===== config.mk =====
export PLATFORM = sky130hd
export DESIGN_NAME = pattern_trig_seq
export DESIGN_NICKNAME = d
export VERILOG_FILES = /design/src/rtl/ptseq_pkg.sv /design/src/rtl/pattern_cond.sv /design/src/rtl/edge_or_det.sv /design/src/rtl/tick_dcnt.sv /design/src/rtl/pattern_trig_seq.sv
export SDC_FILE = /design/constraint.sdc
export NUM_CORES = 1
export LEC_CHECK = 0
export BUFFER_PORTS_ARGS = -buffer_cell sky130_fd_sc_hd__buf_2
export CORE_MARGIN = 2
export CORE_UTILIZATION = 43
export CTS_CLUSTER_DIAMETER = 30
export CTS_CLUSTER_SIZE = 30
export DETAILED_ROUTE_END_ITERATION = 8
export HOLD_SLACK_MARGIN = 0.15
export PLACE_DENSITY_LB_ADDON = 0.05
export SYNTH_ARGS = -nofsm -noshare
export SYNTH_HDL_FRONTEND = slang
export SYNTH_SLANG_ARGS = --single-unit

===== constraint.sdc =====
create_clock -name clk -period 2.75 [get_ports clk]
set_input_delay 0.1375 -clock clk [delete_from_list [all_inputs] [get_ports clk]]
set_output_delay 0.1375 -clock clk [all_outputs]
set_load 0.005 [all_outputs]

===== src/rtl/ptseq_pkg.sv =====
package ptseq_pkg;
    typedef enum logic [1:0] {
        MODE_A_THEN_NB = 2'd0,
        MODE_A_DELAY_B = 2'd1,
        MODE_EDGE_ON_A = 2'd2,
        MODE_EDGE_OR   = 2'd3
    } trig_mode_e;

    typedef enum logic [2:0] {
        ST_ARMED   = 3'd0,
        ST_COUNT_B = 3'd1,
        ST_DELAY   = 3'd2,
        ST_WAIT_B  = 3'd3,
        ST_HOLDOFF = 3'd4
    } seq_state_e;
endpackage


===== src/rtl/pattern_cond.sv =====
module pattern_cond #(
    parameter int NB = 17
) (
    input  logic          clk,
    input  logic          rst_n,
    input  logic [NB-1:0] bits,
    input  logic [NB-1:0] care,
    input  logic [NB-1:0] level,
    input  logic          on_exit,
    output logic          cond,
    output logic          evt
);
    logic cond_q;

    // true when no cared bit differs from its requested level
    assign cond = ~|(care & (bits ^ level));

    always_ff @(posedge clk) begin
        if (!rst_n) cond_q <= 1'b0;
        else        cond_q <= cond;
    end

    assign evt = on_exit ? (~cond & cond_q) : (cond & ~cond_q);
endmodule


===== src/rtl/edge_or_det.sv =====
module edge_or_det #(
    parameter int NB = 17
) (
    input  logic          clk,
    input  logic          rst_n,
    input  logic [NB-1:0] bits,
    input  logic [NB-1:0] rise_en,
    input  logic [NB-1:0] fall_en,
    output logic          hit
);
    logic [NB-1:0] bits_q;

    always_ff @(posedge clk) begin
        if (!rst_n) bits_q <= '0;
        else        bits_q <= bits;
    end

    assign hit = |((rise_en & bits & ~bits_q) | (fall_en & ~bits & bits_q));
endmodule


===== src/rtl/tick_dcnt.sv =====
module tick_dcnt #(
    parameter int W = 21
) (
    input  logic         clk,
    input  logic         rst_n,
    input  logic         load,
    input  logic [W-1:0] load_val,
    input  logic         tick,
    output logic         zero
);
    logic [W-1:0] cnt;

    always_ff @(posedge clk) begin
        if (!rst_n)                cnt <= '0;
        else if (load)             cnt <= load_val;
        else if (tick && cnt != 0) cnt <= cnt - 1'b1;
    end

    assign zero = (cnt == '0);
endmodule


===== src/rtl/pattern_trig_seq.sv =====
module pattern_trig_seq
    import ptseq_pkg::*;
#(
    parameter int NCH = 16,
    parameter int CW  = 21,
    parameter int NW  = 8
) (
    input  logic             clk,
    input  logic             rst_n,
    input  logic             tick,
    input  logic [NCH-1:0]   ch_bits,
    input  logic             ext_bit,
    input  logic [1:0]       mode,
    input  logic [NCH:0]     a_care,
    input  logic [NCH:0]     a_level,
    input  logic             a_on_exit,
    input  logic [NCH:0]     b_care,
    input  logic [NCH:0]     b_level,
    input  logic             b_on_exit,
    input  logic [NCH:0]     rise_en,
    input  logic [NCH:0]     fall_en,
    input  logic [NW-1:0]    count_n,
    input  logic [CW-1:0]    delay_ticks,
    input  logic [CW-1:0]    holdoff_ticks,
    output logic             trig
);
    localparam int NB = NCH + 1;

    logic [NB-1:0] in_vec;
    logic          cond_a, cond_b, a_evt, b_evt, edge_hit, cnt_zero;
    logic          cnt_load, fire;
    logic [CW-1:0] cnt_val;
    seq_state_e    st, st_nxt;
    logic [NW-1:0] bcnt, bcnt_nxt;
    logic [NW:0]   n_eff;
    trig_mode_e    mode_e;

    assign in_vec = {ext_bit, ch_bits};
    assign mode_e = trig_mode_e'(mode);
    assign n_eff  = (count_n == '0) ? {{NW{1'b0}}, 1'b1} : {1'b0, count_n};

    pattern_cond #(.NB(NB)) u_cond_a (
        .clk(clk), .rst_n(rst_n), .bits(in_vec), .care(a_care),
        .level(a_level), .on_exit(a_on_exit), .cond(cond_a), .evt(a_evt)
    );

    pattern_cond #(.NB(NB)) u_cond_b (
        .clk(clk), .rst_n(rst_n), .bits(in_vec), .care(b_care),
        .level(b_level), .on_exit(b_on_exit), .cond(cond_b), .evt(b_evt)
    );

    edge_or_det #(.NB(NB)) u_edges (
        .clk(clk), .rst_n(rst_n), .bits(in_vec), .rise_en(rise_en),
        .fall_en(fall_en), .hit(edge_hit)
    );

    // shared between post-A delay and holdoff: the two never overlap
    tick_dcnt #(.W(CW)) u_timer (
        .clk(clk), .rst_n(rst_n), .load(cnt_load), .load_val(cnt_val),
        .tick(tick), .zero(cnt_zero)
    );

    always_comb begin
        st_nxt   = st;
        bcnt_nxt = bcnt;
        fire     = 1'b0;
        cnt_load = 1'b0;
        cnt_val  = holdoff_ticks;
        unique case (st)
            ST_ARMED: begin
                unique case (mode_e)
                    MODE_A_THEN_NB: if (a_evt) begin
                        st_nxt   = ST_COUNT_B;
                        bcnt_nxt = '0;
                    end
                    MODE_A_DELAY_B: if (a_evt) begin
                        st_nxt   = ST_DELAY;
                        cnt_load = 1'b1;
                        cnt_val  = delay_ticks;
                    end
                    MODE_EDGE_ON_A: fire = edge_hit & cond_a;
                    MODE_EDGE_OR:   fire = edge_hit;
                    default: ;
                endcase
            end
            ST_COUNT_B: if (b_evt) begin
                if ({1'b0, bcnt} + 1'b1 >= n_eff) fire = 1'b1;
                else bcnt_nxt = bcnt + 1'b1;
            end
            ST_DELAY:   if (cnt_zero) st_nxt = ST_WAIT_B;
            ST_WAIT_B:  fire = b_evt;
            ST_HOLDOFF: if (cnt_zero) st_nxt = ST_ARMED;
            default:    st_nxt = ST_ARMED;
        endcase
        if (fire) begin
            st_nxt   = ST_HOLDOFF;
            cnt_load = 1'b1;
            cnt_val  = holdoff_ticks;
        end
    end

    always_ff @(posedge clk) begin
        if (!rst_n) begin
            st   <= ST_ARMED;
            bcnt <= '0;
        end else begin
            st   <= st_nxt;
            bcnt <= bcnt_nxt;
        end
    end

    always_ff @(posedge clk) begin
        if (!rst_n) trig <= 1'b0;
        else        trig <= fire;
    end
endmodule


* Word level (Yosys, flattened, before mapping) *
Index checks and enable logic that the tools add are counted.

word-level totals
  memories = 0
  input port bits = 176
  flip-flop bits (word level) = 52
  latch bits = 0
  output and inout bits = 1
  RAM bits = 0
  ROM bits = 0

operators by class
  mux-type cells = 29
  shifts and indexed selects = 0
  eq/ne operators = 22
  reductions and logical operators = 18
  magnitude comparators = 1
  bitwise logic cells = 20
  add/sub/neg operators = 3
  multipliers = 0
  divide/modulo/power cells = 0

operators by type and width
  operator                                            number
  2-to-1 mux 21 bit                                   6
  bitwise AND 17 bit                                  6
  OR reduction 17 bit                                 3
  2-to-1 mux 8 bit                                    5
  NOT 17 bit                                          2
  bitwise XOR 17 bit                                  2
  logical NOT 21 bit                                  1
  nonzero test 21 bit                                 1
  subtractor 21 x 1 -> 21 bit, second input constant  1
  bitwise OR 17 bit                                   1
  one-hot mux 8 bit (2 select lines)                  1
  2-to-1 mux 3 bit                                    5
  != test 3 bit, second input constant                4
  one-hot mux 3 bit (4 select lines)                  1
  AND reduction 6 bit                                 2
  != test 2 bit, second input constant                5
  adder 8 x 1 -> 9 bit, second input constant         1
  greater-or-equal comparator 9 x 8 -> 1 bit          1
  adder 8 x 1 -> 8 bit, second input constant         1
  logical NOT 8 bit                                   1
  2-to-1 mux 1 bit                                    8
  != test 4 bit, second input constant                2
  == test 3 x 2 -> 1 bit, second input constant       2
  one-hot mux 3 bit (2 select lines)                  1
  18 further kinds                                    30

* Longest topological paths before layout *
  depth after elaboration = 11
  mapped depth = 15

* By module *
From an unflattened synthesis, not the netlist that was laid out.

second synthesis, totals
  cell total of the unflattened synthesis = 467
  area total of the unflattened synthesis = 3876.2 µm²

modules (own cells, without submodules)
  module            instances  cells an instance  seq. area each (µm²)  area an instance (µm²)
  tick_dcnt         1          175                420.4                 1363.8
  pattern_trig_seq  1          132                240.2                 1216.2
  edge_or_det       1          92                 340.3                 728.2
  pattern_cond      2          34                 20.0                  284.0

* Worst setup path before layout *
No wires, ideal clock.

  kind = reg-to-reg
  from = register bcnt[0]
  to = register u_timer.cnt[3]
  clock period less this slack = 2799 ps
  cell stages (with the launch flop) = 15
  library setup time = 133 ps
  arrival = 2666 ps
  path slack = -49 ps
  cell sequence = dfxtp_1 -> ha_1 -> nand3_1 -> or2_2 -> xnor2_1 -> ha_1 -> o21a_1 -> o21ai_0 -> o221a_2 -> a211o_4 -> and2_4 -> buf_6 -> buf_12 -> mux2i_1 -> o22ai_1

on the way
  cells in the longest elaborated chain, start to end = 7
  elaborated cells on any way between the ends = 9

ends and longest elaborated chain
  item                                                     RTL line                 text
  from (decl)                                              pattern_trig_seq.sv:34   logic [NW-1:0] bcnt, bcnt_nxt;
  from (signal assigned)                                   pattern_trig_seq.sv:108  bcnt <= bcnt_nxt;
  adder 8 x 1 -> 9 bit (*)                                 pattern_trig_seq.sv:87   if ({1'b0, bcnt} + 1'b1 >= n_eff) fire = 1'b1;
  greater-or-equal comparator 9 x 8 -> 1 bit (*)           pattern_trig_seq.sv:87
  2-to-1 mux 1 bit (*)                                     pattern_trig_seq.sv:87
  2-to-1 mux 1 bit (*)                                     pattern_trig_seq.sv:86   ST_COUNT_B: if (b_evt) begin
  one-hot mux 1 bit (3 select lines) (*)                   pattern_trig_seq.sv:69   unique case (st)
  2-to-1 mux 21 bit or 2-to-1 mux 1 bit (tied branches)    pattern_trig_seq.sv:95   if (fire) begin
  2-to-1 mux 21 bit or nonzero test 2 bit (tied branches)  -
  to (signal assigned)                                     tick_dcnt.sv:15          else if (load) cnt <= load_val;
  to (signal assigned)                                     tick_dcnt.sv:16          else if (tick && cnt != 0) cnt <= cnt - 1'b1;
  to (decl)                                                tick_dcnt.sv:11          logic [W-1:0] cnt;

Mark *: on every way between the ends. The rest lies on a longest branch, timed or not.
A chain may end at the register's enable or synchronous reset.

* Worst setup path after layout *
  from = register bcnt[0]
  to = register u_timer.cnt[9]

The elaborated chain is that of the path after synthesis.

==> results.txt <==
The simple logic cell fraction of the synthesized area came out at 0.256. The sequential cells in the finished layout cover a total of 0.00105 sq mm. The clock input transition at the sequential cells of the worst setup and hold paths came out at 90 ps. The highest achievable clock rate is 0.365 GHz. The top-level I/O count is 177. The sum of overflow across all layers after global routing is 0. The number of remaining DRC errors is 0. The antenna diode instance count came out at 0. The number of enable flip-flop cells after synthesis is 0. The global placer's final weighted congestion is 0.902. The net switching share of the total power is 0.333.

Setup slack on the worst reg-to-reg path comes out at 10 ps. For this design the static power due to leakage is 2.67 nW. Sorting the synthesized cells by area gives the leading types as dfxtp_1 (28%), xor2_1 (9.4%), nand2_1 (8.6%), mux2i_1 (4.6%), a22oi_1 (4.2%).

Measured against the total synthesized area, the mux share comes to 0.0458. Clock tree synthesis found a total of 52 sinks. For the worst setup path, the data required time is 2950 ps.

For this block, the initial DRC count from the detailed router was 94. The share of post-route cells with drive strength above 1 came out at 0.385. The effective utilization at floorplan is 0.448. The number of buffers added on ports came out at 176.

In this run, CTS created clock tree buffers numbering 5. For this run, the register share of the synthesized area comes to 0.280. The final worst-path cycle share came out at 0.996. The synthesized netlist occupies a cell area of 0.00372 sq mm.

In the post-synthesis netlist, the cell with the most instances is nand2_1. The number of antenna violations at the first check in global routing is 0. For this design the total switching power over the nets is 0.749 mW. The final count of pins violating max slew came out at 0. The detailed-route vias per instance came out at 5.35. The detailed placer's ending HPWL is 9330 um. The number of standard-cell rows in the floorplan came out at 33. Setup repair after global routing could not meet its margin everywhere. The via count of the first global-routing pass was 4447. The final layout net count is 889. The worst hold path belongs to the class in2reg. The maximum ir drop on the vdd rail came out at 224 uV. Dividing the synthesized area by the synthesized cell count gives 8.03 sq um. The number of iterations in the first detailed-routing pass is 4. The net count after synthesis is 649. The region available for standard cell placement spans 0.00830 sq mm. In this run the worst path has a maximum fanout of 6.

The share of flip-flops with an asynchronous set or reset came out at 0. The areal power density over the cells came out at 397 mW/mm^2. The share of total power dissipated in combinational logic is 0.401.

The XOR/XNOR share of the synthesized area is 0.127. The final total negative setup slack came out at 0 ps. The finished cells cover 0.00566 sq mm. Of the post-synthesis cell area, the dominant cell type holds 0.280. By instance count, the cell type seen most on the critical path is ha_4.

The number of max-cap violations came out at 0. The design internal power came out at 1.50 mW. The root buffer cell chosen for the clock tree is clkbuf_8. The die boundary width came out at 97.0 um. The top flip-flop cell by instance count after synthesis is dfxtp_1.

The master of the slowest instance on the critical path is dfxtp_2. The area growth from synthesis to layout is 52.4%. The die is 97.0 um tall.

In the synthesized netlist, the cells that appear most often are nand2_1 (85), dfxtp_1 (52), xor2_1 (40). The all-layer global routing usage is 0.251. The critical path in this run is classified as reg2reg. The total area of multi-input combinational cells is 0.00282 sq mm. The final critical path time including I/O delays and setup came out at 2740 ps. The final worst clock skew is 5.50 ps. Traced cell by cell, the critical path runs through ha_4 -> nand3_2 -> or2_4 -> xnor2_4 -> ha_4 -> a211oi_2 -> nand2_1 -> a31oi_1 -> o221a_4 -> a211o_4 -> and2_4 -> o2111ai_1 -> a2111oi_1. The endpoint arrival time on the critical path is 2940 ps. The transition at the pin with the smallest max-transition slack came out at 831 ps. The Yosys step of the flow raised 0 warnings. The total wirelength of the detailed-routed design is 12500 um. In the final routed layout, each cell accounts on average for 15.4 um. The number of failing hold endpoints at the final stage is 0. The most critical setup path has its startpoint at bcnt[0]. The worst-case clock buffer depth came out at 2. TritonCTS built the clock tree. The share of total power dissipated in the clock network is 0.205.

The synthesized netlist cell count came out at 463. The flow ran to the end, and the final reports show no timing, DRC or antenna violations. The area fraction in compound gates after synthesis came out at 0.220. The biggest area contributor in the post-synthesis netlist is dfxtp_1. The origin of the worst min-delay path is delay_ticks[0]. The filler cells instantiated in the layout total 688. The synthesized flop and latch total came out at 52. The number of levels the H-tree was split into came out at 2. The pin count of the biggest net entering global routing is 45. The routed layout has 4329 vias.

The delay of the slowest critical-path stage is 370 ps. The worst register-to-register path begins at bcnt[0]. The type of destination of the critical path is a flop. The adder and majority gate portion of the synthesized area came out at 0.0337.

The number of different library cells in the post-synthesis netlist is 57. The worst pin sits at a relative slew slack of 0.442. By area, the combinational part of the netlist is dominated by simple AND/OR/NAND/NOR gates.

The floorplan die area is 0.00940 sq mm. Setup violations remaining at the end of the flow were counted as 0. The portion of total power attributed to sequential cells came out at 0.394. The final antenna-violating net count is 0. The placed instances occupy a cell area of 0.00489 sq mm. The first global-routing pass estimated 19800 um of wire. The startpoint type of the worst setup path is a flop. The clock latency on the worst-skew pair is 310 ps.
-- path summary, 6_finish.rpt --
kind,to,cells after the start
min reg2reg,u_timer.cnt[20],2
max reg2reg,u_timer.cnt[9],13
max,u_timer.cnt[9],13
min,u_timer.cnt[0],3
-- area by class of cell --
type,count,area share
inverter,14,0.00928
tap,105,0.0232
timing repair buffer,246,0.269
clock buffer,8,0.0159
sequential,52,0.185
multi-input combinational,384,0.497
-- critical path, delay by kind of cell (launching register included) --
family | cells | cell delay [ps]
compound gates | 6 | 1170
simple gates | 4 | 620
flops | 1 | 370
fa+ha+maj | 2 | 320
xor+xnor | 1 | 140
-- power groups by stage --
stage                     combinational [mW]  clock [mW]  sequential [mW]
final                                  0.902       0.461            0.887
after global routing                   0.993       0.497            0.894
after CTS                              0.829       0.468            0.879
after detailed placement               0.777           0            0.897
after global placement                 0.760           0            0.895
after floorplan                        0.481           0            0.881
-- per-layer routing --
layer | track usage | vias up | wire length (um)
li1 | - | 2164 | -
met1 | 0.287 | 1986 | 5170
met2 | 0.464 | 160 | 6360
met3 | 0.0542 | 19 | 742
met4 | 0.0769 | 0 | 208
met5 | 0 | - | 0
-- placed cells by master (no fill, tap or decap), types with 12 or more instances in the layout --
cell type      synthesis  final
o22ai_1               25     24
nand2_1               85     85
a22oi_1               21     20
and2_1                22     22
nor2_1                24     23
mux2i_1               17     17
xor2_1                40     39
dlygate4sd3_1          0     28
a21oi_1               17     15
buf_4                  0     37
xnor2_1               14     12
dfxtp_1               52     48
buf_2                  1    173
inv_1                 14     12
-- timing repair --
action | CTS | global route
endpoints found under the hold margin | 22 | 0
hold buffers | 30 | 0
cloned | 0 | 1
gates resized for setup | 18 | 35
setup buffers | 7 | 9
pin swaps | 10 | 14
endpoints found under the setup margin | 30 | 32
-- per-stage QoR --
stage          total power, mW  setup WS [ps]  std cells  hold WS, ps  utilization
6_report                  2.25           10.1        809          152        0.682
5_1_grt                   2.38           -147        809          156        0.682
4_1_cts                   2.18          -47.0        804          151        0.654
3_5_place_dp              1.67           -195        759          395        0.589
3_3_place_gp              1.65           -117        759          384        0.589
2_1_floorplan             1.36           11.6        463          259            -
-- kinds of logic (layout without fill, tap and decap cells) --
kind of cell / after synthesis / count (layout)
compound gates: 111 / 111
xor+xnor: 54 / 54
fa+ha+maj: 10 / 10
buf+inv: 28 / 268
flops: 52 / 52
mux: 17 / 17
simple gates: 191 / 192
-- flip-flops by register name, indices dropped and copies added (netlist names) --
signal and flops:
st 3, u_timer.cnt 21, u_cond_b.cond_q 1, trig 1, bcnt 8, u_edges.bits_q 17, u_cond_a.cond_q 1
No activity file was read; power rests on OpenSTA's default activity.
